$ cat config.mk
export PLATFORM = sky130hd
export DESIGN_NAME = ibus_bridge
export DESIGN_NICKNAME = d
export VERILOG_FILES = /design/src/rtl/ibb_pkg.sv /design/src/rtl/ibb_timer.sv /design/src/rtl/ibb_bus_fsm.sv /design/src/rtl/ibb_regs.sv /design/src/rtl/ibus_bridge.sv
export SDC_FILE = /design/constraint.sdc
export NUM_CORES = 1
export LEC_CHECK = 0
export BUFFER_PORTS_ARGS = -buffer_cell sky130_fd_sc_hd__buf_2
export CAP_MARGIN = 40
export CORE_AREA = 2 2 120 122
export CTS_BUF_LIST = sky130_fd_sc_hd__clkbuf_8 sky130_fd_sc_hd__clkbuf_16
export CTS_CLUSTER_DIAMETER = 150
export DETAILED_ROUTE_END_ITERATION = 16
export DIE_AREA = 0 0 122 124
export PLACE_DENSITY_LB_ADDON = 0.3
export SLEW_MARGIN = 15
export SYNTH_ARGS = -nofsm -noshare
export SYNTH_HDL_FRONTEND = slang
export SYNTH_HIERARCHICAL = 1
export SYNTH_SLANG_ARGS = --single-unit
$ cat constraint.sdc
create_clock -name clk -period 5.6 [get_ports clk]
set_input_delay 0.28 -clock clk [delete_from_list [all_inputs] [get_ports clk]]
set_output_delay 0.28 -clock clk [all_outputs]
set_load 0.02 [all_outputs]
$ cat src/rtl/ibb_pkg.sv
package ibb_pkg;

  // Register window byte offsets (host-visible map)
  localparam int OFF_TADDR = 'h240;
  localparam int OFF_CTRL  = 'h244;
  localparam int OFF_TDATA = 'h248;
  localparam int OFF_RDATA = 'h250;

  // Control register bit positions
  localparam int CTRL_BUSY_BIT = 0;
  localparam int CTRL_ERR_BIT  = 1;

  // Marker returned for a read nobody answered
  localparam logic [31:0] NO_RESP_WORD = 32'hABCD_ABCD;

  typedef enum logic [1:0] {
    XF_IDLE  = 2'd0,
    XF_WRITE = 2'd1,
    XF_READ  = 2'd2
  } xfer_state_e;

endpackage

$ cat src/rtl/ibb_timer.sv
module ibb_timer #(
  parameter int LIMIT = 256
) (
  input  logic clk,
  input  logic rst,
  input  logic run,
  output logic expired
);

  localparam int CW = (LIMIT > 1) ? $clog2(LIMIT) : 1;

  logic [CW-1:0] cnt_q;

  always_ff @(posedge clk) begin
    if (rst || !run) begin
      cnt_q <= '0;
    end else if (cnt_q != CW'(LIMIT - 1)) begin
      cnt_q <= cnt_q + 1'b1;
    end
  end

  // Last permitted request cycle is LIMIT-1 (counting from 0)
  assign expired = run && (cnt_q == CW'(LIMIT - 1));

endmodule

$ cat src/rtl/ibb_bus_fsm.sv
module ibb_bus_fsm
  import ibb_pkg::*;
#(
  parameter int AW      = 32,
  parameter int DW      = 32,
  parameter int TIMEOUT = 256
) (
  input  logic          clk,
  input  logic          rst,
  input  logic          start_wr,
  input  logic          start_rd,
  input  logic [AW-1:0] addr_in,
  input  logic [DW-1:0] wdata_in,
  output logic          bus_req,
  output logic          bus_we,
  output logic [AW-1:0] bus_addr,
  output logic [DW-1:0] bus_wdata,
  input  logic          bus_ack,
  input  logic [DW-1:0] bus_rdata,
  output logic          busy,
  output logic          rd_inflight,
  output logic          done,
  output logic          done_err,
  output logic          done_rd,
  output logic [DW-1:0] rdata_out
);

  xfer_state_e state_q;
  logic        expired;

  ibb_timer #(.LIMIT(TIMEOUT)) u_timer (
    .clk    (clk),
    .rst    (rst),
    .run    (busy),
    .expired(expired)
  );

  assign busy        = (state_q != XF_IDLE);
  assign rd_inflight = (state_q == XF_READ);
  // An acknowledge wins over expiry in the same cycle
  assign done        = busy && (bus_ack || expired);
  assign done_err    = busy && !bus_ack && expired;
  assign done_rd     = rd_inflight;
  assign rdata_out   = bus_rdata;

  always_ff @(posedge clk) begin
    if (rst) begin
      state_q   <= XF_IDLE;
      bus_req   <= 1'b0;
      bus_we    <= 1'b0;
      bus_addr  <= '0;
      bus_wdata <= '0;
    end else begin
      case (state_q)
        XF_IDLE: begin
          if (start_wr) begin
            state_q   <= XF_WRITE;
            bus_req   <= 1'b1;
            bus_we    <= 1'b1;
            bus_addr  <= addr_in;
            bus_wdata <= wdata_in;
          end else if (start_rd) begin
            state_q  <= XF_READ;
            bus_req  <= 1'b1;
            bus_we   <= 1'b0;
            bus_addr <= addr_in;
          end
        end
        default: begin
          if (done) begin
            state_q <= XF_IDLE;
            bus_req <= 1'b0;
            bus_we  <= 1'b0;
          end
        end
      endcase
    end
  end

endmodule

$ cat src/rtl/ibb_regs.sv
module ibb_regs
  import ibb_pkg::*;
#(
  parameter int OFFW = 12,
  parameter int AW   = 32,
  parameter int DW   = 32
) (
  input  logic            clk,
  input  logic            rst,
  input  logic            hst_wr,
  input  logic            hst_rd,
  input  logic [OFFW-1:0] hst_addr,
  input  logic [DW-1:0]   hst_wdata,
  output logic [DW-1:0]   hst_rdata,
  output logic            hst_rvalid,
  input  logic            busy,
  input  logic            rd_inflight,
  input  logic            done,
  input  logic            done_err,
  input  logic            done_rd,
  input  logic [DW-1:0]   bus_rdata_in,
  output logic            start_wr,
  output logic            start_rd,
  output logic [AW-1:0]   tgt_addr,
  output logic [DW-1:0]   tgt_wdata
);

  localparam logic [DW-1:0] ERR_WORD = DW'(NO_RESP_WORD);

  logic          idle;
  logic          acc_wr, acc_rd;
  logic          hit_taddr, hit_tdata, hit_ctrl, hit_rdata;
  logic          wr_taddr, wr_tdata, wr_ctrl;
  logic          taddr_seen_q, tdata_seen_q;
  logic [AW-1:0] taddr_q;
  logic [DW-1:0] tdata_q;
  logic          err_q;
  logic [DW-1:0] ctrl_word;
  logic [DW-1:0] reg_mux;
  logic          plain_rd;

  assign idle   = !busy;
  assign acc_wr = hst_wr && idle;
  assign acc_rd = hst_rd && !hst_wr;

  assign hit_taddr = (hst_addr == OFFW'(OFF_TADDR));
  assign hit_tdata = (hst_addr == OFFW'(OFF_TDATA));
  assign hit_ctrl  = (hst_addr == OFFW'(OFF_CTRL));
  assign hit_rdata = (hst_addr == OFFW'(OFF_RDATA));

  assign wr_taddr = acc_wr && hit_taddr;
  assign wr_tdata = acc_wr && hit_tdata;
  assign wr_ctrl  = acc_wr && hit_ctrl;

  // Arm when both halves are fresh, counting a write landing this cycle
  assign start_wr = idle && (taddr_seen_q || wr_taddr) && (tdata_seen_q || wr_tdata);
  assign start_rd = idle && acc_rd && hit_rdata;

  // Bypass so the bus sees a value written in the arming cycle
  assign tgt_addr  = wr_taddr ? AW'(hst_wdata) : taddr_q;
  assign tgt_wdata = wr_tdata ? hst_wdata : tdata_q;

  always_ff @(posedge clk) begin
    if (rst) begin
      taddr_q      <= '0;
      tdata_q      <= '0;
      taddr_seen_q <= 1'b0;
      tdata_seen_q <= 1'b0;
    end else begin
      if (wr_taddr) taddr_q <= AW'(hst_wdata);
      if (wr_tdata) tdata_q <= hst_wdata;
      if (start_wr) begin
        taddr_seen_q <= 1'b0;
        tdata_seen_q <= 1'b0;
      end else begin
        if (wr_taddr) taddr_seen_q <= 1'b1;
        if (wr_tdata) tdata_seen_q <= 1'b1;
      end
    end
  end

  // Sticky error: set by a timeout, cleared by writing one to its bit.
  // Host writes are blocked while busy, so set and clear never coincide.
  always_ff @(posedge clk) begin
    if (rst) begin
      err_q <= 1'b0;
    end else if (done_err) begin
      err_q <= 1'b1;
    end else if (wr_ctrl && hst_wdata[CTRL_ERR_BIT]) begin
      err_q <= 1'b0;
    end
  end

  always_comb begin
    ctrl_word                = '0;
    ctrl_word[CTRL_BUSY_BIT] = busy;
    ctrl_word[CTRL_ERR_BIT]  = err_q;
  end

  always_comb begin
    reg_mux = '0;
    if (hit_taddr)      reg_mux = DW'(taddr_q);
    else if (hit_tdata) reg_mux = tdata_q;
    else if (hit_ctrl)  reg_mux = ctrl_word;
  end

  // Plain register reads are held off only during a bus read, whose
  // completion owns the response slot.
  assign plain_rd = acc_rd && !hit_rdata && !rd_inflight;

  always_ff @(posedge clk) begin
    if (rst) begin
      hst_rvalid <= 1'b0;
      hst_rdata  <= '0;
    end else begin
      hst_rvalid <= 1'b0;
      if (done && done_rd) begin
        hst_rvalid <= 1'b1;
        hst_rdata  <= done_err ? ERR_WORD : bus_rdata_in;
      end else if (plain_rd) begin
        hst_rvalid <= 1'b1;
        hst_rdata  <= reg_mux;
      end
    end
  end

endmodule

$ cat src/rtl/ibus_bridge.sv
module ibus_bridge
  import ibb_pkg::*;
#(
  parameter int OFFW    = 12,
  parameter int AW      = 32,
  parameter int DW      = 32,
  parameter int TIMEOUT = 256
) (
  input  logic            clk,
  input  logic            rst,
  input  logic            hst_wr,
  input  logic            hst_rd,
  input  logic [OFFW-1:0] hst_addr,
  input  logic [DW-1:0]   hst_wdata,
  output logic [DW-1:0]   hst_rdata,
  output logic            hst_rvalid,
  output logic            bus_req,
  output logic            bus_we,
  output logic [AW-1:0]   bus_addr,
  output logic [DW-1:0]   bus_wdata,
  input  logic            bus_ack,
  input  logic [DW-1:0]   bus_rdata
);

  logic          start_wr, start_rd;
  logic [AW-1:0] tgt_addr;
  logic [DW-1:0] tgt_wdata;
  logic          busy, rd_inflight;
  logic          done, done_err, done_rd;
  logic [DW-1:0] rdata_fwd;

  ibb_regs #(.OFFW(OFFW), .AW(AW), .DW(DW)) u_regs (
    .clk         (clk),
    .rst         (rst),
    .hst_wr      (hst_wr),
    .hst_rd      (hst_rd),
    .hst_addr    (hst_addr),
    .hst_wdata   (hst_wdata),
    .hst_rdata   (hst_rdata),
    .hst_rvalid  (hst_rvalid),
    .busy        (busy),
    .rd_inflight (rd_inflight),
    .done        (done),
    .done_err    (done_err),
    .done_rd     (done_rd),
    .bus_rdata_in(rdata_fwd),
    .start_wr    (start_wr),
    .start_rd    (start_rd),
    .tgt_addr    (tgt_addr),
    .tgt_wdata   (tgt_wdata)
  );

  ibb_bus_fsm #(.AW(AW), .DW(DW), .TIMEOUT(TIMEOUT)) u_fsm (
    .clk        (clk),
    .rst        (rst),
    .start_wr   (start_wr),
    .start_rd   (start_rd),
    .addr_in    (tgt_addr),
    .wdata_in   (tgt_wdata),
    .bus_req    (bus_req),
    .bus_we     (bus_we),
    .bus_addr   (bus_addr),
    .bus_wdata  (bus_wdata),
    .bus_ack    (bus_ack),
    .bus_rdata  (bus_rdata),
    .busy       (busy),
    .rd_inflight(rd_inflight),
    .done       (done),
    .done_err   (done_err),
    .done_rd    (done_rd),
    .rdata_out  (rdata_fwd)
  );

endmodule

### After elaboration in Yosys (flattened, before gate mapping)

Cells that the tools add are included.

* $add $sub $neg: 1
* eq/ne operators: 8
* muxes and demuxes: 25
* reduce and logical (&&, ||, !) cells: 36

Operators by type and width (number)
* $mux 32: 9
* $eq 12x10->1 const B: 4
* $logic_and 1x1->1: 17
* $mux 1: 11
* $mux 2: 5
* $reduce_bool 2->1: 5
* $add 8x1->8 const B: 1
* $eq 8x8->1 const B: 1
* $ne 8x8->1 const B: 1
* $reduce_and 2->1: 3
* $logic_not 1->1: 5
* $logic_or 1x1->1: 4
* $ne 3x3->1 const B: 1
* $eq 2x2->1 const B: 1
* $logic_not 2->1: 1
* $reduce_or 2->1: 1

* register bits: 176
* bits of input ports: 81
* output and inout bits: 99
* word-level logic and storage cells: 83

### Longest topological paths before layout

Gate-level depths: netlist (run 1).

* depth after elaboration: 9
* depth in mapped cells: 12
* depth with buffers taken out: 9

### Cells and area by module

Netlist (run 1), hierarchy kept.

By module, submodules not included
* ibb_regs: times used 1, cells each 450, area an instance 4629.4 um^2, sequential area each 2001.9 um^2
* ibb_bus_fsm: times used 1, cells each 330, area an instance 2962.8 um^2, sequential area each 1341.3 um^2
* ibb_timer: times used 1, cells each 48, area an instance 429.2 um^2, sequential area each 160.2 um^2

### Worst setup path after synthesis (run 1)

OpenSTA, ideal clock, no wires.

* path kind: in2reg
* start point: input port hst_addr[11]
* end point: register u_fsm.bus_wdata[10]
* library setup time: 132 ps
* arrival time: 2706 ps
* required time: 5468 ps
* slack: 2762 ps
* cell stages on the path: 11
* path buffers: 4
* cell sequence: or4b_1 buf_2 nor4_4 buf_6 nor2_1 nor3_1 or3b_1 buf_2 buf_6 nand2_1 a21oi_1

* cells in the longest elaborated chain, start to end: 6
* elaborated cells on any way between the ends: 10
* those cells by class: eq/ne (2); mux (1); reduce/logical (7)

RTL lines
* start: declaration: RTL line ibus_bridge.sv:13 `input logic [OFFW-1:0] hst_addr,`
* $eq 12x10->1: RTL line ibb_regs.sv:46 `assign hit_taddr = (hst_addr == OFFW'(OFF_TADDR));`
* $logic_and 1x1->1: RTL line ibb_regs.sv:51 `assign wr_taddr = acc_wr && hit_taddr;`
* $logic_or 1x1->1: RTL line ibb_regs.sv:56 `assign start_wr = idle && (taddr_seen_q || wr_taddr) && (tdata_seen_q || wr_tdata);`
* $logic_and 1x1->1: RTL line ibb_regs.sv:56
* $logic_and 1x1->1 (*): RTL line ibb_regs.sv:56
* net start_wr: RTL line ibus_bridge.sv:25 `logic start_wr, start_rd;`
* $reduce_and 2->1 (no line) (*)
* end signal: assignment: RTL line ibb_bus_fsm.sv:61 `bus_wdata <= wdata_in;`
* end: declaration: RTL line ibb_bus_fsm.sv:17 `output logic [DW-1:0] bus_wdata,`

The timed path passes the listed nets; every way through them passes the cells marked *.
A chain may end at the register's enable or synchronous reset.

### Worst setup path after layout (run 1)

* start point: register u_fsm.state_q[0]
* end point: register u_fsm.bus_wdata[18]

* cells in the longest elaborated chain, start to end: 8
* elaborated cells on any way between the ends: 12
* those cells by class: mux (1); reduce/logical (11)

RTL lines
* start: declaration: RTL line ibb_bus_fsm.sv:28 `xfer_state_e state_q;`
* start signal: assignment: RTL line ibb_bus_fsm.sv:48 `state_q <= XF_IDLE;`
* start signal: assignment: RTL line ibb_bus_fsm.sv:57 `state_q <= XF_WRITE;`
* start signal: assignment: RTL line ibb_bus_fsm.sv:63 `state_q <= XF_READ;`
* $reduce_bool 2->1 (*): RTL line ibb_bus_fsm.sv:38 `assign busy = (state_q != XF_IDLE);`
* net busy: RTL line ibus_bridge.sv:28 `logic busy, rd_inflight;`
* $logic_not 1->1 (*): RTL line ibb_regs.sv:42 `assign idle = !busy;`
* $logic_and 1x1->1: RTL line ibb_regs.sv:43 `assign acc_wr = hst_wr && idle;`
* $logic_and 1x1->1: RTL line ibb_regs.sv:51
* $logic_or 1x1->1: RTL line ibb_regs.sv:56
* $logic_and 1x1->1: RTL line ibb_regs.sv:56
* $logic_and 1x1->1 (*): RTL line ibb_regs.sv:56
* net start_wr: RTL line ibus_bridge.sv:25
* $reduce_and 2->1 (no line) (*)

Marked as above.

==> metrics.yaml, run 1 <==
status:
  status: "complete, no violations"
sta:
  drv_slew: 0
  setup_slack_ns: 2.111
  slew_headroom_pct: 43.83
  rsz0062_at_grt: "no"
  period_needed_ns: 3.489
  finalSetupViolCount: 0
  final_hold_viol_count: 0
  fin_skew_ns: 0.008456
  setup_tns_ns: 0
  worst_pin_slew_ns: 0.8394
  finalCritPeriodShare_pct: 62.30
  fmax_mhz: 286.6
floorplan:
  initial_core_util_pct: 58.47
  io_pins: 180
  dieArea_mm2: 0.01513
  core_mm2: 0.01372
  rows: 43
  die_w_um: 122
  die_y_um: 124
worst_hold_path:
  hp-start: "bus_rdata[1]"
  hold_path_class: "in2reg"
  holdPathEnd: "u_regs/hst_rdata[1]"
  holdPathStages: 3
clocking:
  cts-root-buf: "clkbuf_16"
  clk_latency_ns: 0.43
  cts.sinks: 175
  cts.clk_slew.worst_paths_ns: 0.06
  cts-resized-gates: 0
  cts_buffers: 17
  h-tree-depth: 4
  cts_setup_buffers: 0
  ctsHoldBuffers: 0
  cts_tree: "yes"
  cts_max_path_buffers: 2
placement:
  gp_congestion: 0.8378
  io_buffers: 179
  dp_hpwl_um: 13470
  numPlacedInstances: 1107
  dp_slack_ns: 2.052
  placed_area_mm2: 0.008696
critical_path:
  required_ns: 5.88
  r2r-start: "u_fsm/state_q[0]"
  ff2ff_setup_slack_ns: 2.11
  startpoint_type: "register"
  r2r_cells: 11
  cp_max_fo: 34
  end_kind: "register"
  crit_arrival_ns: 3.77
  r2r_end: "u_fsm/bus_wdata[18]"
  timing_worst_setup_path_type: "reg2reg"
global_routing:
  grt_pass1_wl_um: 29830
  grt_start_max_net_pins: 78
  antenna_found_initial: 1
  grt_pass1_vias: 5787
  grt_use_total_pct: 25.92
  grt_overflow: 0
power:
  p_per_area_mw_per_mm2: 266.1
  irDropWorstVdd_mv: 0.2085
  leakage_nw: 3.951
yosys:
  syn_area_mm2: 0.008021
  ys_seq_area_share_pct: 43.67
  syn-num-nets: 910
  synth_warnings: 6
  yosys_register_bits: 175
  synthDistinctLibCells: 55
  netlist_instances: 828
  avgSynthCellArea_um2: 9.688
run:
  maxCapViolCount: 0
routing:
  drtAntennaViolNets: 0
  wire_per_inst_um: 17.38
  wirelength_um: 19800
  first_pass_iters: 5
  first_iter_violations: 380
  vias: 6302
  drc_errors: 0
  routed_via_density: 5.533
final_layout:
  diodes: 0
  drive_gt1_share_pct: 31.07
  nFillCells: 1151
  final_area_mm2: 0.009268
  area_delta_synth_final_pct: 15.54
  final_cell_count_no_fill: 1139
  utilization_pct: 67.55
  finalNetCount: 1028
==> synthesized netlist by cell type, drive strengths merged <==
cell type | number | area share, %
nand3 | 6 | 0.44
a21boi | 1 | 0.094
and4 | 2 | 0.25
a32oi | 1 | 0.11
and3 | 2 | 0.16
o31ai | 1 | 0.094
a41oi | 1 | 0.11
and2b | 23 | 2.2
a31oi | 1 | 0.078
o21ai | 5 | 0.31
o311a | 1 | 0.12
a311oi | 1 | 0.11
o21bai | 1 | 0.094
nor4 | 1 | 0.27
dfxtp | 175 | 44
nand2 | 95 | 4.5
nor3b | 2 | 0.25
nand4bb | 1 | 0.14
mux2 | 64 | 11
and4b | 1 | 0.12
a211oi | 3 | 0.41
mux2i | 33 | 4.1
nor2 | 34 | 1.7
o21a | 2 | 0.19
o22a | 1 | 0.11
nand2b | 69 | 5.4
a21oi | 52 | 3.3
o22ai | 1 | 0.078
or3b | 1 | 0.11
ha | 1 | 0.16
nor3 | 31 | 1.9
inv | 6 | 0.28
and2 | 2 | 0.16
or4b | 3 | 0.37
nand4 | 3 | 0.23
a22o | 19 | 2.1
a21o | 12 | 1.1
buf | 64 | 6.3
nor4b | 1 | 0.11
nor2b | 45 | 3.5
clkbuf | 30 | 1.4
a221oi | 30 | 3.3
==> cell usage in the layout, fill, tap and decap left out, drive strengths merged, types with 2 or more instances in the layout <==
master | netlist | layout
or4b | 3 | 3
dfxtp | 175 | 175
clkbuf | 30 | 21
o21a | 2 | 2
o21ai | 5 | 5
nor2 | 34 | 34
inv | 6 | 8
and4 | 2 | 2
nand2b | 69 | 69
and2b | 23 | 23
clkinv | 0 | 4
and2 | 2 | 2
a221oi | 30 | 30
a22o | 19 | 19
nand2 | 95 | 95
nor3b | 2 | 2
a21o | 12 | 12
nor3 | 31 | 31
a211oi | 3 | 3
buf | 64 | 193
nand3 | 6 | 6
a21oi | 52 | 52
mux2i | 33 | 33
nor2b | 45 | 45
clkinvlp | 0 | 4
nand4 | 3 | 3
mux2 | 64 | 64
and3 | 2 | 2
==> worst max path at each step <==
stage / startpoint / endpoint / slack (ns) / cells past startpoint
after floorplan: hst_addr[11] / u_fsm/bus_wdata[10] / 2.76 / 11
after global placement: hst_addr[11] / u_fsm/bus_wdata[27] / 1.95 / 9
after detailed placement: hst_addr[11] / u_fsm/bus_wdata[18] / 2.05 / 10
after CTS: u_fsm/state_q[0] / u_fsm/bus_wdata[23] / 2.10 / 11
after global routing: u_fsm/state_q[0] / u_fsm/bus_wdata[19] / 1.81 / 11
final: u_fsm/state_q[0] / u_fsm/bus_wdata[18] / 2.11 / 11
==> report_power, final <==
group,internal [mW],switching (mW),leakage (nW)
sequential,1.25,0.000415,1.41
combinational,0.0361,0.0486,2.26
clock,0.654,0.482,0.279
total,1.94,0.531,3.95
==> registers in the layout (all words and copies together), names as in the netlist <==
signal,flops
u_regs/taddr_q,32
u_regs/taddr_seen_q,1
u_fsm/bus_wdata,32
u_regs/hst_rdata,32
u_fsm/state_q,2
u_regs/hst_rvalid,1
u_regs/err_q,1
u_fsm/bus_addr,32
u_fsm/u_timer/cnt_q,8
u_fsm/bus_req,1
u_regs/tdata_q,32
u_regs/tdata_seen_q,1
==> layer usage <==
layer | vias to the layer above | global-route usage, % | part of all wire [%] | wire length [um]
li1 | 3052 | - | - | -
met5 | - | 0 | 0 | 0
met3 | 37 | 4.945 | 6.0 | 1180
met1 | 2998 | 32.66 | 42 | 8412
met2 | 215 | 43.33 | 49 | 9698
met4 | 0 | 11.49 | 2.6 | 505
==> worst max-delay path: stages (launching register included) <==
cell	delay, ns
dfxtp_1	0.40
nor2_1	0.27
inv_1	0.21
nand2b_1	0.22
nor4_4	0.21
buf_4	0.48
nor2_1	0.13
nor3_1	0.38
or3b_1	0.64
buf_16	0.27
nand2_1	0.07
a21oi_1	0.06
==> stage by stage <==
step / hold WS (ns) / total power, mW
2_1_floorplan: 0.4483 / 1.330
3_3_place_gp: 0.4400 / 1.358
3_5_place_dp: 0.4435 / 1.358
4_1_cts: 0.08693 / 2.477
5_1_grt: 0.1107 / 2.545
6_report: 0.1005 / 2.466
==> area by class of cell <==
class | count | area [um^2] | area share (%)
clock buffers | 21 | 480.5 | 5.184
clock inverters | 11 | 91.34 | 0.9856
inverters | 6 | 22.52 | 0.2430
multi-input cells | 553 | 3894 | 42.01
flip-flops and latches | 175 | 3503 | 37.80
well taps | 180 | 225.2 | 2.430
repair buffers | 193 | 1051 | 11.34
==> cell families after synthesis <==
family | count (synthesis) | synth area share [%]
AO/OA/AOI/OAI | 133 | 11.67
flip-flops | 175 | 43.67
AND/OR/NAND/NOR | 322 | 21.81
adder cells (fa/ha/maj) | 1 | 0.1560
buffers and inverters | 100 | 8.002
multiplexers | 97 | 14.69
No activity file was read; power rests on OpenSTA's default activity.
==> inputs of run 2 (changes only) <==
--- a/config.mk
+++ b/config.mk
@@ -7,11 +7,11 @@
 export LEC_CHECK = 0
 export BUFFER_PORTS_ARGS = -buffer_cell sky130_fd_sc_hd__buf_2
 export CAP_MARGIN = 40
-export CORE_AREA = 2 2 120 122
+export CORE_AREA = 2 2 125 127
 export CTS_BUF_LIST = sky130_fd_sc_hd__clkbuf_8 sky130_fd_sc_hd__clkbuf_16
 export CTS_CLUSTER_DIAMETER = 150
 export DETAILED_ROUTE_END_ITERATION = 16
-export DIE_AREA = 0 0 122 124
+export DIE_AREA = 0 0 127 129
 export PLACE_DENSITY_LB_ADDON = 0.3
 export SLEW_MARGIN = 15
 export SYNTH_ARGS = -nofsm -noshare
==> constraint.sdc (replaced) <==
create_clock -name clk -period 3.4 [get_ports clk]
set_input_delay 0.17 -clock clk [delete_from_list [all_inputs] [get_ports clk]]
set_output_delay 0.17 -clock clk [all_outputs]
set_load 0.02 [all_outputs]
==> run 2 against run 1 <==
  * Design area grew 0.54%
  * Flip-flop and latch count stayed put
  * Critical path depth down 1
  * Critical endpoint is now u_fsm/bus_wdata[21]
==> metrics.yaml, run 2 (synthesis gave the netlist of run 1 again) <==
run:
  maxCapViolCount: 0  # unchanged
final_layout:
  final_cell_count_no_fill: 1154  # +1.3%
  mostFrequentLayoutCells: "buf_2, dfxtp_1, nand2_1"
  final_common_cell: "buf_2"
  nFillCells: 1283  # +11%
  finalNetCount: 1034  # +0.58%
  drive_gt1_share_pct: 31.61  # +0.53 points
  utilization_pct: 62.21  # -5.3 points
  area_delta_synth_final_pct: 16.16
placement:
  gp_congestion: 0.8279  # -1.2%
  numPlacedInstances: 1120  # +1.2%
  dp_slack_ns: 0.5055  # -1.547 ns
  io_buffers: 179  # unchanged
  dp_hpwl_um: 13790  # +2.3%
routing:
  wirelength_um: 20220  # +2.1%
  drc_errors: 0  # unchanged
  wl_met3_um: 1176  # -0.34%
  met2_length_um: 9671  # -0.28%
  routed_via_density: 5.420  # -2.0%
  first_iter_violations: 521  # +37%
  first_pass_iters: 5  # unchanged
  maxUsedRoutingLayer: "met5"
  drtAntennaViolNets: 0  # unchanged
  vias: 6255  # -0.75%
  drt-met1-wl_um: 9035  # +7.4%
  wire_per_inst_um: 17.52  # +0.78%
global_routing:
  grt_overflow: 0  # unchanged
  grt_use_total_pct: 24.41  # -1.5 points
  grt_pass1_wl_um: 31020  # +4.0%
  antenna_found_initial: 2  # +1
  grt_pass1_vias: 5924  # +2.4%
  grt_start_max_net_pins: 70  # -10%
floorplan:
  core_mm2: 0.01498  # +9.2%
  rows: 45  # +4.7%
  dieArea_mm2: 0.01638  # +8.3%
  initial_core_util_pct: 53.56  # -4.9 points
  io_pins: 180  # unchanged
  die_y_um: 129  # +4.0%
  die_w_um: 127  # +4.1%
clocking:
  cts-root-buf: "clkbuf_16"
  cts_max_path_buffers: 2  # unchanged
  cts_setup_buffers: 0  # unchanged
  cts.sinks: 175  # unchanged
  cts_buffers: 17  # unchanged
  cts-resized-gates: 0  # unchanged
  h-tree-depth: 4  # unchanged
  cts_tree: "yes"
  ctsHoldBuffers: 1  # +1
  cts.clk_slew.worst_paths_ns: 0.06  # about the same
  clk_latency_ns: 0.42  # about the same
critical_path:
  crit_family: "simple AND/OR/NAND/NOR gates"
  timing_worst_setup_path_type: "reg2reg"
  cp_max_fo: 23  # -32%
  end_kind: "register"
  startpoint_type: "register"
  crit_arrival_ns: 3.10  # -0.67 ns
  slowest_delay_ns: 0.61  # -0.03 ns
  required_ns: 3.67  # -2.21 ns
  path_cells: "nor2_1, inv_1, nand2b_1, nor4_4, nor2_1, nor3_1, or3b_1, buf_12, nand2_1, a21oi_1"
  cpMaxStageDelayCell: "or3b_1"
  worst-path-buf-inv: 2  # -1
  cp_common_cell: "nor2_1"
sta:
  fmax_mhz: 354.3  # +24%
  setup_slack_ns: 0.5775  # -1.534 ns
  worst_pin_slew_ns: 0.8496  # +0.01020 ns
  slew_headroom_pct: 43.15  # -0.68 points
  drv_slew: 0  # unchanged
  setup_tns_ns: 0  # unchanged
  finalSetupViolCount: 0  # unchanged
  final_hold_viol_count: 0  # unchanged
  fin_skew_ns: 0.007600  # -0.0008565 ns
  rsz0062_at_grt: "no"
  finalCritPeriodShare_pct: 83.02  # +21 points
  period_needed_ns: 2.823  # -0.6661 ns
power:
  leakage_nw: 3.993  # +1.1%
  p_seq_share_pct: 49.7  # -0.8 points
  swShare_pct: 21.45  # -0.077 points
  irDropWorstVdd_mv: 0.3598  # +73%
  p_switching_uw: 886.1  # +67%
  p_int_mw: 3.246  # +68%
  p_clk_share_pct: 46.9  # +0.9 points
  comb_power_share_pct: 3.4  # about the same
  p_per_area_mw_per_mm2: 443.4  # +67%
status:
  status: "complete, no violations"
worst_hold_path:
  hold_path_class: "in2reg"
==> run 2: cell types whose count changed in the layout (fill, tap and decap cells not counted), sizes merged <==
| cell | before | now |
|---|---|---|
| buf | 193 | 198 |
| clkinv | 4 | 8 |
| clkinvlp | 4 | 0 |
| bufinv | 1 | 2 |
| clkbuf | 21 | 20 |
| diode | 0 | 1 |
| dlygate4sd3 | 0 | 1 |
==> run 2: worst paths after layout <==
path                           to                 start  cells after the start  slack [ns]
max           u_fsm/bus_wdata[21]      u_fsm/state_q[1]                     10        0.58
min           u_regs/hst_rdata[2]          bus_rdata[2]                      4        0.08
max reg2reg   u_fsm/bus_wdata[21]      u_fsm/state_q[1]                     10        0.58
min reg2reg  u_regs/hst_rdata[17]  u_regs/hst_rdata[17]                      2        0.45
==> run 2: stage by stage <==
stage / hold slack (ns) / power [mW] / instance area [um^2]
6_report: 0.08053 / 4.132 / 9318
5_1_grt: 0.08540 / 4.258 / 9315
4_1_cts: 0.06657 / 4.157 / 9315
3_5_place_dp: 0.4315 / 2.239 / 8720
3_3_place_gp: 0.4282 / 2.237 / 8705
2_1_floorplan: 0.3618 / 2.190 / 8021
==> run 2: metal layers <==
layer / GRT usage, % / vias to the layer above
met5: 0 / -
met4: 6.787 / 2
met3: 6.403 / 27
met2: 41.27 / 198
met1: 31.05 / 2954
li1: - / 3074
==> run 2: cell type report <==
cell class | count | area [um^2] | area share, %
multi-input combinational | 553 | 3897 | 41.83
inverter | 6 | 22.52 | 0.2417
clock buffer | 20 | 466.7 | 5.009
clock inverter | 12 | 118.9 | 1.276
tap | 188 | 235.2 | 2.525
sequential | 175 | 3503 | 37.60
timing repair buffer | 199 | 1071 | 11.49
antenna | 1 | 2.502 | 0.02686
==> run 2: power groups by stage <==
| stage | logic, mW | clock network, mW | registers, mW |
|---|---|---|---|
| finish | 0.142 | 1.94 | 2.05 |
| global route | 0.153 | 2.05 | 2.05 |
| CTS | 0.142 | 1.96 | 2.05 |
| detailed placement | 0.141 | 0 | 2.10 |
| global placement | 0.139 | 0 | 2.10 |
| floorplan | 0.0896 | 0 | 2.10 |
==> run 2: worst min-delay path, stage by stage <==
cell	delay, ns
buf_2	0.07
nor3_1	0.04
nor2_1	0.07
a22o_1	0.12
